File: config.mk
export PLATFORM = sky130hd
export DESIGN_NAME = bit_test_unit
export DESIGN_NICKNAME = d
export VERILOG_FILES = /design/src/rtl/btu_pkg.sv /design/src/rtl/btu_locate.sv /design/src/rtl/btu_modify.sv /design/src/rtl/btu_outreg.sv /design/src/rtl/bit_test_unit.sv
export SDC_FILE = /design/constraint.sdc
export NUM_CORES = 1
export LEC_CHECK = 0
export BUFFER_PORTS_ARGS = -buffer_cell sky130_fd_sc_hd__buf_4
export CORE_ASPECT_RATIO = 1.5
export CORE_MARGIN = 5
export CORE_UTILIZATION = 44
export DETAILED_ROUTE_END_ITERATION = 16
export PLACE_DENSITY = 0.79
export SLEW_MARGIN = 20
export SYNTH_ARGS = -nofsm -noshare
export SYNTH_HDL_FRONTEND = slang
export SYNTH_SLANG_ARGS = --single-unit
File: constraint.sdc
create_clock -name clk -period 1.6 [get_ports clk]
set_input_delay 0.16 -clock clk [delete_from_list [all_inputs] [get_ports clk]]
set_output_delay 0.16 -clock clk [all_outputs]
set_load 0.03 [all_outputs]
File: src/rtl/btu_pkg.sv
// Package: shared operation codes and flag layout for the bit test unit.
// Assumes a six-flag status word with carry at bit 0.
package btu_pkg;
    typedef enum logic [1:0] {
        BT_TEST = 2'b00,
        BT_SET  = 2'b01,
        BT_CLR  = 2'b10,
        BT_FLIP = 2'b11
    } bt_op_e;

    localparam int FLAG_N    = 6;
    localparam int CARRY_BIT = 0;
endpackage

File: src/rtl/btu_locate.sv
// btu_locate: turns a signed bit index into an in-word bit position and,
// for memory operands, a signed word offset. Assumes DATA_W is a power
// of two and the narrow operand is DATA_W/2 wide.
module btu_locate #(
    parameter int DATA_W = 32,
    parameter int IDX_W  = 32,
    localparam int POS_W = $clog2(DATA_W)
) (
    input  logic signed [IDX_W-1:0] idx,
    input  logic                    wide,
    input  logic                    mem,
    output logic [POS_W-1:0]        pos,
    output logic signed [IDX_W-1:0] offset
);
    logic signed [IDX_W-1:0] ofs_full;
    logic signed [IDX_W-1:0] ofs_half;

    // Purpose: bit position is the index modulo the operand width.
    always_comb begin
        if (wide) pos = idx[POS_W-1:0];
        else      pos = {1'b0, idx[POS_W-2:0]};
    end

    // Purpose: floor division of the index by the width, only for memory mode.
    always_comb begin
        ofs_full = idx >>> POS_W;
        ofs_half = idx >>> (POS_W - 1);
        if (!mem)      offset = '0;
        else if (wide) offset = ofs_full;
        else           offset = ofs_half;
    end
endmodule

File: src/rtl/btu_modify.sv
// btu_modify: reads the selected bit into carry and forms the rewritten word
// for the requested operation. Assumes pos already lies inside the operand
// width; narrow operands have their upper half forced to zero.
module btu_modify
    import btu_pkg::*;
#(
    parameter int DATA_W = 32,
    localparam int POS_W  = $clog2(DATA_W),
    localparam int HALF_W = DATA_W / 2
) (
    input  logic [DATA_W-1:0] word,
    input  logic [POS_W-1:0]  pos,
    input  bt_op_e            op,
    input  logic              wide,
    output logic [DATA_W-1:0] new_word,
    output logic              we,
    output logic              carry
);
    logic [DATA_W-1:0] eff;
    logic [DATA_W-1:0] hit;

    // Per-bit slice: operand-width masking, selection and rewrite.
    for (genvar i = 0; i < DATA_W; i++) begin : g_bit
        if (i >= HALF_W) begin : g_upper
            assign eff[i] = wide & word[i];
        end else begin : g_lower
            assign eff[i] = word[i];
        end
        assign hit[i] = (pos == POS_W'(i));

        // Purpose: apply the operation to the selected bit, pass others through.
        always_comb begin
            if (!hit[i]) begin
                new_word[i] = eff[i];
            end else begin
                unique case (op)
                    BT_SET:  new_word[i] = 1'b1;
                    BT_CLR:  new_word[i] = 1'b0;
                    BT_FLIP: new_word[i] = ~eff[i];
                    default: new_word[i] = eff[i];
                endcase
            end
        end
    end

    // Purpose: capture old bit value and decide on write-back.
    always_comb begin
        carry = |(eff & hit);
        we    = (op != BT_TEST);
    end
endmodule

File: src/rtl/btu_outreg.sv
// btu_outreg: one-cycle result register with a single-cycle valid strobe.
// Assumes synchronous active-low reset; fields load only on a request.
module btu_outreg
    import btu_pkg::*;
#(
    parameter int DATA_W = 32,
    parameter int IDX_W  = 32
) (
    input  logic                 clk,
    input  logic                 rst_n,
    input  logic                 in_valid,
    input  logic [DATA_W-1:0]    d_word,
    input  logic                 d_we,
    input  logic                 d_carry,
    input  logic [IDX_W-1:0]     d_offset,
    input  logic [FLAG_N-1:0]    d_mask,
    output logic                 q_valid,
    output logic [DATA_W-1:0]    q_word,
    output logic                 q_we,
    output logic                 q_carry,
    output logic [IDX_W-1:0]     q_offset,
    output logic [FLAG_N-1:0]    q_mask
);
    // Purpose: strobe follows the request by one cycle.
    always_ff @(posedge clk) begin
        if (!rst_n) q_valid <= 1'b0;
        else        q_valid <= in_valid;
    end

    // Purpose: hold result fields from the last accepted request.
    always_ff @(posedge clk) begin
        if (!rst_n) begin
            q_word   <= '0;
            q_we     <= 1'b0;
            q_carry  <= 1'b0;
            q_offset <= '0;
            q_mask   <= '0;
        end else if (in_valid) begin
            q_word   <= d_word;
            q_we     <= d_we;
            q_carry  <= d_carry;
            q_offset <= d_offset;
            q_mask   <= d_mask;
        end
    end

    p_valid_follows_r9: assert property (@(posedge clk) disable iff (!rst_n)
        in_valid |=> q_valid);
    p_valid_single_r9: assert property (@(posedge clk) disable iff (!rst_n)
        !in_valid |=> !q_valid);
endmodule

File: src/rtl/bit_test_unit.sv
// bit_test_unit: top level of the bit test/set/reset/complement unit.
// Locates the bit, rewrites the operand and registers the result for one
// cycle. Assumes in_op uses the btu_pkg encoding and requests may arrive
// every cycle.
module bit_test_unit
    import btu_pkg::*;
#(
    parameter int DATA_W = 32,
    parameter int IDX_W  = 32,
    localparam int POS_W  = $clog2(DATA_W),
    localparam int HALF_W = DATA_W / 2
) (
    input  logic              clk,
    input  logic              rst_n,
    input  logic              in_valid,
    input  logic [DATA_W-1:0] in_word,
    input  logic [IDX_W-1:0]  in_index,
    input  logic [1:0]        in_op,
    input  logic              in_wide,
    input  logic              in_mem,
    output logic              out_valid,
    output logic [DATA_W-1:0] out_word,
    output logic              out_we,
    output logic              out_carry,
    output logic [IDX_W-1:0]  out_offset,
    output logic [FLAG_N-1:0] out_flag_mask
);
    bt_op_e                  op_e;
    logic [POS_W-1:0]        pos;
    logic signed [IDX_W-1:0] ofs;
    logic [DATA_W-1:0]       new_word;
    logic                    we;
    logic                    carry;
    logic [FLAG_N-1:0]       mask;

    // Purpose: decode the op code and build the carry-only flag mask.
    always_comb begin
        op_e = bt_op_e'(in_op);
        mask = '0;
        mask[CARRY_BIT] = 1'b1;
    end

    btu_locate #(.DATA_W(DATA_W), .IDX_W(IDX_W)) u_locate (
        .idx    (in_index),
        .wide   (in_wide),
        .mem    (in_mem),
        .pos    (pos),
        .offset (ofs)
    );

    btu_modify #(.DATA_W(DATA_W)) u_modify (
        .word     (in_word),
        .pos      (pos),
        .op       (op_e),
        .wide     (in_wide),
        .new_word (new_word),
        .we       (we),
        .carry    (carry)
    );

    btu_outreg #(.DATA_W(DATA_W), .IDX_W(IDX_W)) u_outreg (
        .clk      (clk),
        .rst_n    (rst_n),
        .in_valid (in_valid),
        .d_word   (new_word),
        .d_we     (we),
        .d_carry  (carry),
        .d_offset (ofs),
        .d_mask   (mask),
        .q_valid  (out_valid),
        .q_word   (out_word),
        .q_we     (out_we),
        .q_carry  (out_carry),
        .q_offset (out_offset),
        .q_mask   (out_flag_mask)
    );

    p_test_no_write_r6: assert property (@(posedge clk) disable iff (!rst_n)
        in_valid && in_op == 2'b00 |=> !out_we && out_word == $past(in_word) | {HALF_W{1'b0}}
            || !$past(in_wide));
    p_modify_writes_r5: assert property (@(posedge clk) disable iff (!rst_n)
        in_valid && in_op != 2'b00 |=> out_we);
    p_reg_no_offset_r3: assert property (@(posedge clk) disable iff (!rst_n)
        in_valid && !in_mem |=> out_offset == '0);
    p_narrow_upper_zero_r7: assert property (@(posedge clk) disable iff (!rst_n)
        in_valid && !in_wide |=> out_word[DATA_W-1:HALF_W] == '0);
    p_carry_only_mask_r8: assert property (@(posedge clk) disable iff (!rst_n)
        in_valid |=> $countones(out_flag_mask) == 1 && out_flag_mask[CARRY_BIT]);
endmodule

* Word-level counts from Yosys, hierarchy flattened
Cells that the tools add are included.
Storage, ports and cells: bits of input ports 71, register bits 68, output and inout bits 73
Operators by class: equal/unequal tests 34, reductions and logical operators 3, mux-type cells 67, bitwise gates (word level) 49
Operator list (count):
- 1-bit case mux with 3 select lines | 32
- 5-bit == test, second input constant | 16
- 5-bit by 4-bit == test with 1-bit output, second input constant | 8
- 32-bit bitwise AND | 1
- 1-bit two-way mux | 32
- 32-bit two-way mux | 1
- 1-bit inverter | 32
- 32-bit OR reduction | 1
- 27-bit two-way mux | 1
- 5-bit by 3-bit == test with 1-bit output, second input constant | 4
- 1-bit bitwise AND | 16
- 5-bit by 2-bit == test with 1-bit output, second input constant | 2
- 5-bit by 1-bit == test with 1-bit output, second input constant | 1
- 5-bit zero test | 1
- 5-bit two-way mux | 1
- 2-bit == test, second input constant | 2
- 2-bit by 1-bit == test with 1-bit output, second input constant | 1
- 2-bit nonzero test | 1

* Logic depth before layout (Yosys ltp)
Gate-level depths: netlist (run 1).
depth after elaboration 4, gate-level depth with buffers 7, gate-level depth less buffers 5

* Modules after synthesis
A second synthesis (run 1) with hierarchy kept.
Second synthesis, totals: cell total of the unflattened synthesis 485, area, all modules 4461.8 um^2
Modules (own cells, without submodules):
- btu_outreg | instances 1, cells an instance 234, area an instance 2830.2 um^2, sequential area each 1461.4 um^2
- btu_modify | instances 1, cells an instance 180, area an instance 1053.5 um^2, sequential area each 0.0 um^2
- btu_locate | instances 1, cells an instance 69, area an instance 570.5 um^2, sequential area each 0.0 um^2
- bit_test_unit | instances 1, cells an instance 2, area an instance 7.5 um^2, sequential area each 0.0 um^2

* Least setup slack after synthesis (run 1)
OpenSTA, ideal clock, no wires.
path kind input to register, from input port in_index[0], to register u_outreg.q_carry, buffers on the path 0, data required time 1.475 ns, arrival time 1.344 ns, stages 5, path slack 0.131 ns, path through mux2_4 a32o_1 a311oi_1 a21oi_1 o41a_1
On the way: word-level cells in the longest chain between the ends 4, elaborated cells on any way between the ends 35
RTL lines:
- start, declared | RTL line bit_test_unit.sv:17 | input logic [IDX_W-1:0] in_index,
- 5-bit two-way mux * | RTL line btu_locate.sv:20 | if (wide) pos = idx[POS_W-1:0];
- 5-bit by 1-bit == test with 1-bit output (tied with other cells) | RTL line btu_modify.sv:29 | assign hit[i] = (pos == POS_W'(i));
- 32-bit bitwise AND * | RTL line btu_modify.sv:48 | carry = |(eff & hit);
- 32-bit OR reduction * | RTL line btu_modify.sv:48
- end signal, assigned | RTL line btu_outreg.sv:41 | q_carry <= d_carry;
- end, declared | RTL line btu_outreg.sv:20 | output logic q_carry,
Every way passes the cells marked *; elsewhere a longest branch is shown, timed or not. A chain may end at the register's enable or synchronous reset.

* Worst setup path in the final report (run 1)
from input port in_index[0], to register u_outreg.q_word[21]
On the way: word-level cells in the longest chain between the ends 3
RTL lines:
- 5-bit two-way mux | RTL line btu_locate.sv:20
- 5-bit == test | RTL line btu_modify.sv:29
- 1-bit two-way mux | RTL line btu_modify.sv:33 | if (!hit[i]) begin
- end signal, assigned | RTL line btu_outreg.sv:39 | q_word <= d_word;
- end, declared | RTL line btu_outreg.sv:18 | output logic [DATA_W-1:0] q_word,
Every way passes these cells.

==> metrics list, run 1 <==
- Post-layout instance area: 0.00508 mm^2
- Cells after synthesis: 474
* Critical register-to-register path startpoint: u_outreg.q_word[21]
* Clock tree from TritonCTS: built
- Number of buffers created by CTS: 9
- In this run the clock root is driven by a sky130_fd_sc_hd__clkbuf_16.
* Slew at the pin closest to its max-slew limit: 863 ps
* Arrival time reported for the critical path endpoint: 1730 ps
- After the first detailed-routing iteration, the DRC count stood at 387.
- Number of gates given a new drive strength after cts: 0
- Reported max-cap violation count: 0
- Reg2Reg Capture Point: u_outreg.q_word[21]
- Post-synthesis cell type count: 45
* Most common library cell in the layout ignoring fill and taps: sky130_fd_sc_hd__buf_4
* R2r worst-path depth: 2
- Number of enable-type register cells in the synthesized netlist: 0
- Dividing the detail-routed wire length by the instance count gives 16.9 um.
- Number of antenna violations at the first check in global routing: 0
* Power density normalized to cell area: 925 mW/mm^2
- Critical path capture point: u_outreg.q_word[21]
* Status: complete, no violations
- The number of setup buffers added after CTS is 0.
- Flop2flop setup slack: 880 ps
- Summing all placed instances gives a cell area of 0.00479 mm^2.
* Via count of the first global-routing pass: 3871
- Counting flops with an async set or reset pin after synthesis yields a share of 0%.
- In this run the number of H-tree levels came out at 3.
- The worst-case IR drop observed on VDD is 627 uV.
- In this run the core area contains 40 standard-cell rows.
- RD Place Congestion: 0.997
- Critical-path maximum fanout: 11
- Met2 track utilization from global routing: 39.3%
* Drt drc: 0
- For this run, the top clock speed supported by timing is 0.669 GHz.
- Height of the die: 121 um
- Leakage power: 2.19 nW
- The sequential cells in the finished layout cover a total of 0.00128 mm^2.
- I/O Pins: 144
- The top cell types in the final layout, fill and taps aside, are sky130_fd_sc_hd__buf_4 (161), sky130_fd_sc_hd__nor2_1 (94), sky130_fd_sc_hd__dfxtp_1 (64).
* Average vias per placed instance: 5.74
* Cell with the largest stage delay on the worst path: sky130_fd_sc_hd__nor2b_1
- Fraction of layout cells with a size suffix above 1: 30.6%
- Detailed Place HPWL: 8990 um
- Pre-antenna DRT Iters: 6
- 0 antenna diodes ended up in the layout.
- The number of pins with negative max-slew slack in the final report came to 0.
* Met3 track demand over resource in global routing: 7.23%
- For this run, global-route usage on met1 was measured as 26.1%.
- Setup violations remaining at the end of the flow were counted as 0.
* Routed vias: 4089
- Share of the core filled with cells: 63.4%
- Number of nets with antenna violations after routing: 0
- In the synthesized netlist the dominant register cell turns out to be sky130_fd_sc_hd__dfxtp_1.
- Post-synthesis sequential area ratio: 35.7%
- The layout has 716 filler cells.
- The initial utilization of the core area, before any placement, comes to 44.8%.
- RSZ-0062 raised after global routing: false
- The longest clock path from root to sink contains 2 buffers.
* Kind of end point of the critical path: flip-flop
- The floorplan step defined a die boundary enclosing 0.0101 mm^2.
- Yosys warns: 0
* Cell chain of the critical path: buf_4 > nor2b_1 > nand2_1 > a211o_1 > a311oi_1
- In this run, post-CTS hold repair placed 0 buffers.
* Headroom to the max-slew limit: 42.3%
- Data required time of the critical path: 1830 ps
- Pin count of the biggest net entering global routing: 51
* Congestion Overflow GR: 0
- Clock latency on the worst-skew pair, taken at its later pin, is 330 ps.
- Clock slew at the register clock pins of the worst setup and hold paths: 50 ps
- In this run the standard cell core region covers 0.00801 mm^2.
- Worst setup path startpoint: in_index[0]
- Accumulated negative setup slack: 0 ps
* Share of the cycle needed by the critical path after routing: 93.5%
* Worst hold-check path type: primary input to flip-flop
- Averaged over all synthesized cells, the footprint is 7.57 um^2.
- Number of synthesized register bits: 64
- For this run, the slowest stage of the critical path takes 700 ps.
- The critical path is of the primary input to flip-flop type.
- Top Usage Layer GRT: met2
* Global routing usage summed across all routing layers: 23.1%
- CTS saw 64 sinks.
- Global-route wire length before repair: 19000 um
- Final total power: 4.70 mW
- Minimum clock period after layout: 1500 ps
- Summed over all layers, the routed wires come to 12000 um.
- Clock skew on the completed layout was measured at 0 ps.
- Area Overhead vs Synth: 41.5%
- Post-Syn Area: 0.00359 mm^2
* X dimension of the die: 83.8 um
- Port Buf Inserts: 138
- The hold violation total from the final report is 0.
* Type of origin of the critical path: primary input
- In the final layout, the multi-input gates occupy 0.00206 mm^2.
* Final net count: 674
-- worst max-delay path, delay by kind of cell --
family,cells,cell delay [ps]
simple gates,2,880
compound gates,2,590
buf+inv,1,110
-- kinds of logic after synthesis --
kind of cell,synth area share [%]
buffers and inverters,7.28
other,0.104
multiplexers,10.2
AND/OR/NAND/NOR,23.7
flip-flops,35.7
AO/OA/AOI/OAI,23.0
-- synthesized netlist by cell type (4+ instances only) --
cell type	number	area share, %
sky130_fd_sc_hd__a211o_1	5	1.2
sky130_fd_sc_hd__a211oi_1	19	4.0
sky130_fd_sc_hd__a21oi_1	48	6.7
sky130_fd_sc_hd__a311oi_1	8	2.0
sky130_fd_sc_hd__a31oi_1	13	2.3
sky130_fd_sc_hd__buf_1	4	0.42
sky130_fd_sc_hd__buf_2	14	2.0
sky130_fd_sc_hd__buf_4	11	2.3
sky130_fd_sc_hd__clkbuf_1	23	2.4
sky130_fd_sc_hd__dfxtp_1	64	36
sky130_fd_sc_hd__mux2i_1	35	9.8
sky130_fd_sc_hd__nand2_1	48	5.0
sky130_fd_sc_hd__nand3_1	23	3.2
sky130_fd_sc_hd__nand4_1	4	0.70
sky130_fd_sc_hd__nor2_1	94	9.8
sky130_fd_sc_hd__nor2b_1	5	0.87
sky130_fd_sc_hd__nor3_1	6	0.84
sky130_fd_sc_hd__nor3b_1	4	0.84
sky130_fd_sc_hd__o211ai_1	4	0.84
sky130_fd_sc_hd__o221ai_1	11	2.7
-- metal layers --
metal | up-vias | routed length, um | part of all wire (%)
met5 | - | 0 | 0
met4 | 0 | 529 | 4.4
met3 | 44 | 1200 | 10
met2 | 218 | 5810 | 48
met1 | 1880 | 4460 | 37
li1 | 1947 | - | -
-- area by class of cell --
class / instances / area share [%]
flip-flops and latches: 64 / 25.2
inverters: 2 / 0.148
repair buffers: 166 / 25.8
multi-input cells: 360 / 40.6
clock inverters: 4 / 0.887
well taps: 105 / 2.59
clock buffers: 11 / 4.78
-- per-stage QoR --
step | worst slack [ps] | hold slack [ps] | cells
final | 105 | 111 | 712
after global routing | 56.3 | 128 | 712
after CTS | 174 | 101 | 712
after detailed placement | -164 | 448 | 697
after global placement | -120 | 436 | 697
after floorplan | 131 | 298 | 478
-- worst min-delay path by stage --
stage          cells past startpoint  slack [ps]             to   from
6_report                           3         110  u_outreg.q_we  rst_n
3_3_place_gp                       3         440  u_outreg.q_we  rst_n
3_5_place_dp                       3         450  u_outreg.q_we  rst_n
2_1_floorplan                      2         300  u_outreg.q_we  rst_n
4_1_cts                            3         100  u_outreg.q_we  rst_n
5_1_grt                            3         130  u_outreg.q_we  rst_n
-- registers in the layout (all words and copies together), names as in the netlist --
register           count
u_outreg.q_valid       1
u_outreg.q_mask        1
u_outreg.q_carry       1
u_outreg.q_offset     28
u_outreg.q_we          1
u_outreg.q_word       32
-- report_power, final --
| group | internal, mW | switching, mW |
|---|---|---|
| Sequential | 1.68 | 0.0479 |
| Combinational | 0.435 | 0.622 |
| Clock | 1.23 | 0.682 |
No activity file was read; power rests on OpenSTA's default activity.
==> inputs of run 2 (changes only) <==
CORE_UTILIZATION = 46   (was 44)
PLACE_DENSITY = 0.78   (was 0.79)
SYNTH_HIERARCHICAL = 1   (was default)
==> run 2 against run 1 <==
  * Fmax grew 9.9%
  * Via count shrank 2.3%
  * Clock skew is the same
  * Critical endpoint is now u_outreg/q_carry
  * Largest power group unchanged
==> metrics list, run 2 <==
* Predominant post-synthesis flop cell: sky130_fd_sc_hd__dfxtp_1
- The area of combinational cells with multiple inputs is 0.00262 mm^2 (+27%).
- The die extent in y is 131 um (+8.3%).
- Post-synthesis simple-gate area fraction: 24.6% (+0.95 points)
- The core area was 0.00958 mm^2 (+20%).
* Congestion Overflow GR: 0 (unchanged)
* Type of origin of the critical path: primary input
- Global routing usage summed across all routing layers: 21.8% (-1.4 points)
- Final setup violating endpoints: 0 (unchanged)
- Internal power: 3.81 mW (+14%)
- Number of endpoints with negative hold slack in the final report: 0 (unchanged)
* Post-synthesis compound-gate area fraction: 8.27% (-15 points)
* Part of the total power dissipated in combinational logic: 22.2% (-0.3 points)
* Starting density of the core: 46.6% (+1.7 points)
- The peak supply drop came to 1170 uV (+86%).
- Critical register-to-register path startpoint: u_outreg/q_word[11]
* Most common library cell in the layout ignoring fill and taps: sky130_fd_sc_hd__buf_4
- The fraction of post-synthesis cell area in the top cell type by area came to 32.8% (-2.9 points).
* Adder-cell area share of the yosys netlist: 0% (unchanged)
* Headroom to the max-slew limit: 53.7% (+11 points)
- From synthesis to final layout, the design area changed by 31.7%.
- Root buf cell: sky130_fd_sc_hd__clkbuf_16
- Ranked by instance count, the synthesized netlist is headed by sky130_fd_sc_hd__nor2b_1 (105), sky130_fd_sc_hd__mux2i_1 (102), sky130_fd_sc_hd__dfxtp_1 (73).
- Number of antenna violations at the first check in global routing: 0 (unchanged)
- The count of boundary I/O pins came to 144 (unchanged).
- The pin count of the biggest net entering global routing came to 74 (+45%).
- Yosys attributes the largest share of cell area to sky130_fd_sc_hd__dfxtp_1 (33%), sky130_fd_sc_hd__mux2i_1 (23%), sky130_fd_sc_hd__nor2b_1 (15%).
* Xor-xnor portion of the synthesized cell area: 0% (unchanged)
- The number of buffers added to fix hold violations after cts came to 0 (unchanged).
- The number of synthesis warnings came to 6 (+6).
* Start point of the worst hold path: in_op[0]
- The part of the power in the clock network is 40.4% (-0.3 points).
- R2r worst-path depth: 2 (unchanged)
- The actual transition at the worst max-transition pin was 694 ps (-169 ps).
* CTS max path bufs: 2 (unchanged)
* Fin Clk Skew: 0 ps (unchanged)
- Switching power of the nets: 1.43 mW (+6.1%)
- Number of enable-type register cells in the synthesized netlist: 0 (unchanged)
* Worst hold-check path type: primary input to flip-flop
- Via count of the first global-routing pass: 4016 (+3.7%)
- Flop pwr share: 37.5% (+0.7 points)
- Detailed Place HPWL: 10100 um (+12%)
- The total design power is 5.24 mW (+11%).
- Post-Syn Area: 0.00446 mm^2 (+24%)
- ANT cells: 0 (unchanged)
* Regs by FF count: u_outreg/q_offset: 32 flops, u_outreg/q_word: 32 flops, u_outreg/q_mask: 6 flops
- Fraction of layout cells with a size suffix above 1: 31.2% (+0.59 points)
- The instance count along the most critical hold path was 4 (+1).
- The maximum clock frequency was 0.735 GHz (+9.9%).
- The synthesized netlist cell count is 485 (+2.3%).
* Clock slew at the register clock pins of the worst setup and hold paths: 60 ps (about the same)
* Most used cells in the layout excluding fill and tap cells: sky130_fd_sc_hd__buf_4 (168), sky130_fd_sc_hd__nor2b_1 (105), sky130_fd_sc_hd__mux2i_1 (102)
* Switching power share of the total: 27.4% (-1.4 points)
- The layout net count was 700 (+3.9%).
- The initial detailed-routing violation count was 244 (-37%).
- The total of flip-flops plus latches after synthesis was 73 (+14%).
- Reported max-cap violation count: 0 (unchanged)
- The reg-to-reg setup timing slack was 940 ps (+60 ps).
- Clk sink count: 73 (+14%)
- The final worst-path cycle share is 85.0% (-8.4 points).
- Most frequent cell after synthesis: sky130_fd_sc_hd__nor2b_1
* Dominant combinational cell family by area after synthesis: multiplexers
- The weighted congestion reported at the end of routability-driven placement came to 0.935 (-6.2%).
* Number of gates given a new drive strength after cts: 0 (unchanged)
- Data required time of the critical path: 1810 ps (-20 ps)
- Minimum clock period after layout: 1360 ps (-135 ps)
* Clock tree from TritonCTS: built
- The number of pins with negative max-slew slack in the final report is 0 (unchanged).
* Standard-cell row count: 44 (+10%)
- The mean area per synthesized cell is 9.20 um^2 (+21%).
- Drt drc: 0 (unchanged)
- The post-CTS setup repair buffer count came to 0 (unchanged).
- Routed vias: 3995 (-2.3%)
- Worst Path Class, Setup: primary input to flip-flop
* Dominant cell type by area after synthesis: sky130_fd_sc_hd__dfxtp_1
- Source-to-sink clock delay at the later pin of the worst-skew pair: 320 ps (about the same)
- Leakage power: 2.68 nW (+22%)
* Reg2Reg Capture Point: u_outreg/q_word[11]
- Power density normalized to cell area: 892 mW/mm^2 (-3.7%)
- Setup WS post-layout: 240 ps (+135 ps)
- The number of nets with antenna violations after detailed routing came to 0 (unchanged).
- Arrival time reported for the critical path endpoint: 1570 ps (-160 ps)
* Footprint of the flip-flops and latches: 0.00146 mm^2 (+14%)
* Pre-CTS WS: -82.2 ps (+81.4 ps)
* Critical-path maximum fanout: 13 (+2)
- Final-layout fill cell count: 843 (+18%)
- Post-detailed-route wirelength per cell: 17.7 um (+4.7%)
- The full die area was 0.0118 mm^2 (+17%).
* Pre-antenna DRT Iters: 5 (-1)
- The multiplexer share of the synthesized area was 25.2% (+15 points).
- Total Wirelength: 13200 um (+10%)
- The maximum level of the CTS H-tree was 3 (unchanged).
* Global-route wire length before repair: 20600 um (+8.7%)
- Port Buf Inserts: 143 (+3.6%)
- Fraction of synthesis flops using an asynchronous set or reset pin: 0% (unchanged)
- Number of buffers created by CTS: 9 (unchanged)
* Post-synthesis sequential area ratio: 32.8% (-2.9 points)
- The path with the worst hold slack has its endpoint at u_outreg/q_we.
- Status: complete, no violations
- Post-synthesis cell type count: 39 (-13%)
- The width of the die came to 90.4 um (+8.0%).
- Average vias per placed instance: 5.33 (-7.1%)
- STA classifies the critical path endpoint as a flip-flop.
- RSZ-0062 raised after global routing: false
[run 2: cell count changes in the layout (fill, tap and decap cells not counted), moves of 9 or more]
cell                       previous run  this run
sky130_fd_sc_hd__nand3_1             23         6
sky130_fd_sc_hd__a21oi_1             48        14
sky130_fd_sc_hd__dfxtp_1             64        73
sky130_fd_sc_hd__o221ai_1            11         1
sky130_fd_sc_hd__mux2i_1             35       102
sky130_fd_sc_hd__a211oi_1            19         1
sky130_fd_sc_hd__o31ai_1              0         9
sky130_fd_sc_hd__nor2_1              94        17
sky130_fd_sc_hd__nor2b_1              5       105
sky130_fd_sc_hd__o22ai_1              0        11
[run 2: area by class of cell]
class | instances | area share [%]
tap | 115 | 2.45
sequential | 73 | 24.9
clock inverter | 6 | 1.41
clock buffer | 10 | 3.90
timing repair buffer | 172 | 22.8
multi-input combinational | 373 | 44.6
[run 2: critical path, cell delays in order]
cell and delay [ps]:
sky130_fd_sc_hd__buf_4 130, sky130_fd_sc_hd__buf_4 180, sky130_fd_sc_hd__nor2b_1 170, sky130_fd_sc_hd__a32oi_1 190, sky130_fd_sc_hd__o221ai_1 160, sky130_fd_sc_hd__nor4b_2 260, sky130_fd_sc_hd__o22ai_1 110, sky130_fd_sc_hd__mux2i_1 140
sky130_fd_sc_hd__nor2b_1 70
[run 2: per-layer routing]
layer / vias up / wire [um] / GRT usage (%)
met5: - / 0 / 0
met4: 0 / 261 / 7.54
met1: 1842 / 5230 / 24.3
met2: 181 / 6630 / 39.1
li1: 1949 / - / -
met3: 23 / 1100 / 6.93
[run 2: power by group through the flow]
stage          registers, mW  logic [mW]  clock network (mW)
2_1_floorplan           2.17       0.578                   0
5_1_grt                 1.97        1.25                2.28
3_5_place_dp            2.00        1.16                   0
3_3_place_gp            2.00        1.15                   0
4_1_cts                 1.96        1.17                2.18
6_report                1.96        1.16                2.11
[run 2: cells by family after synthesis]
family | count (synthesis)
and+or+nand+nor | 199
muxes | 108
DFF | 73
AOI/OAI and AO/OA | 60
buffers and inverters | 43
other | 2
[run 2: stage by stage]
step | hold WS, ps | std cells | utilization, % | area [um^2] | TNS (ps)
detailed placement | 505 | 733 | 58.1 | 5570 | -231
global placement | 498 | 733 | 58.1 | 5570 | -109
floorplan | 413 | 489 | - | 4480 | 0
finish | 241 | 749 | 61.4 | 5880 | 0
CTS | 223 | 749 | 61.4 | 5880 | 0
global route | 257 | 749 | 61.4 | 5880 | 0
[run 2: how the worst max path moves through the flow]
stage,start,to,slack [ps],cells after the start
floorplan,in_wide,u_outreg/q_word[19],10,10
global placement,in_index[0],u_outreg/q_word[8],-60,8
detailed placement,in_index[0],u_outreg/q_carry,-80,9
CTS,in_index[0],u_outreg/q_word[8],250,8
global route,in_index[0],u_outreg/q_word[5],150,8
finish,in_index[0],u_outreg/q_carry,240,9
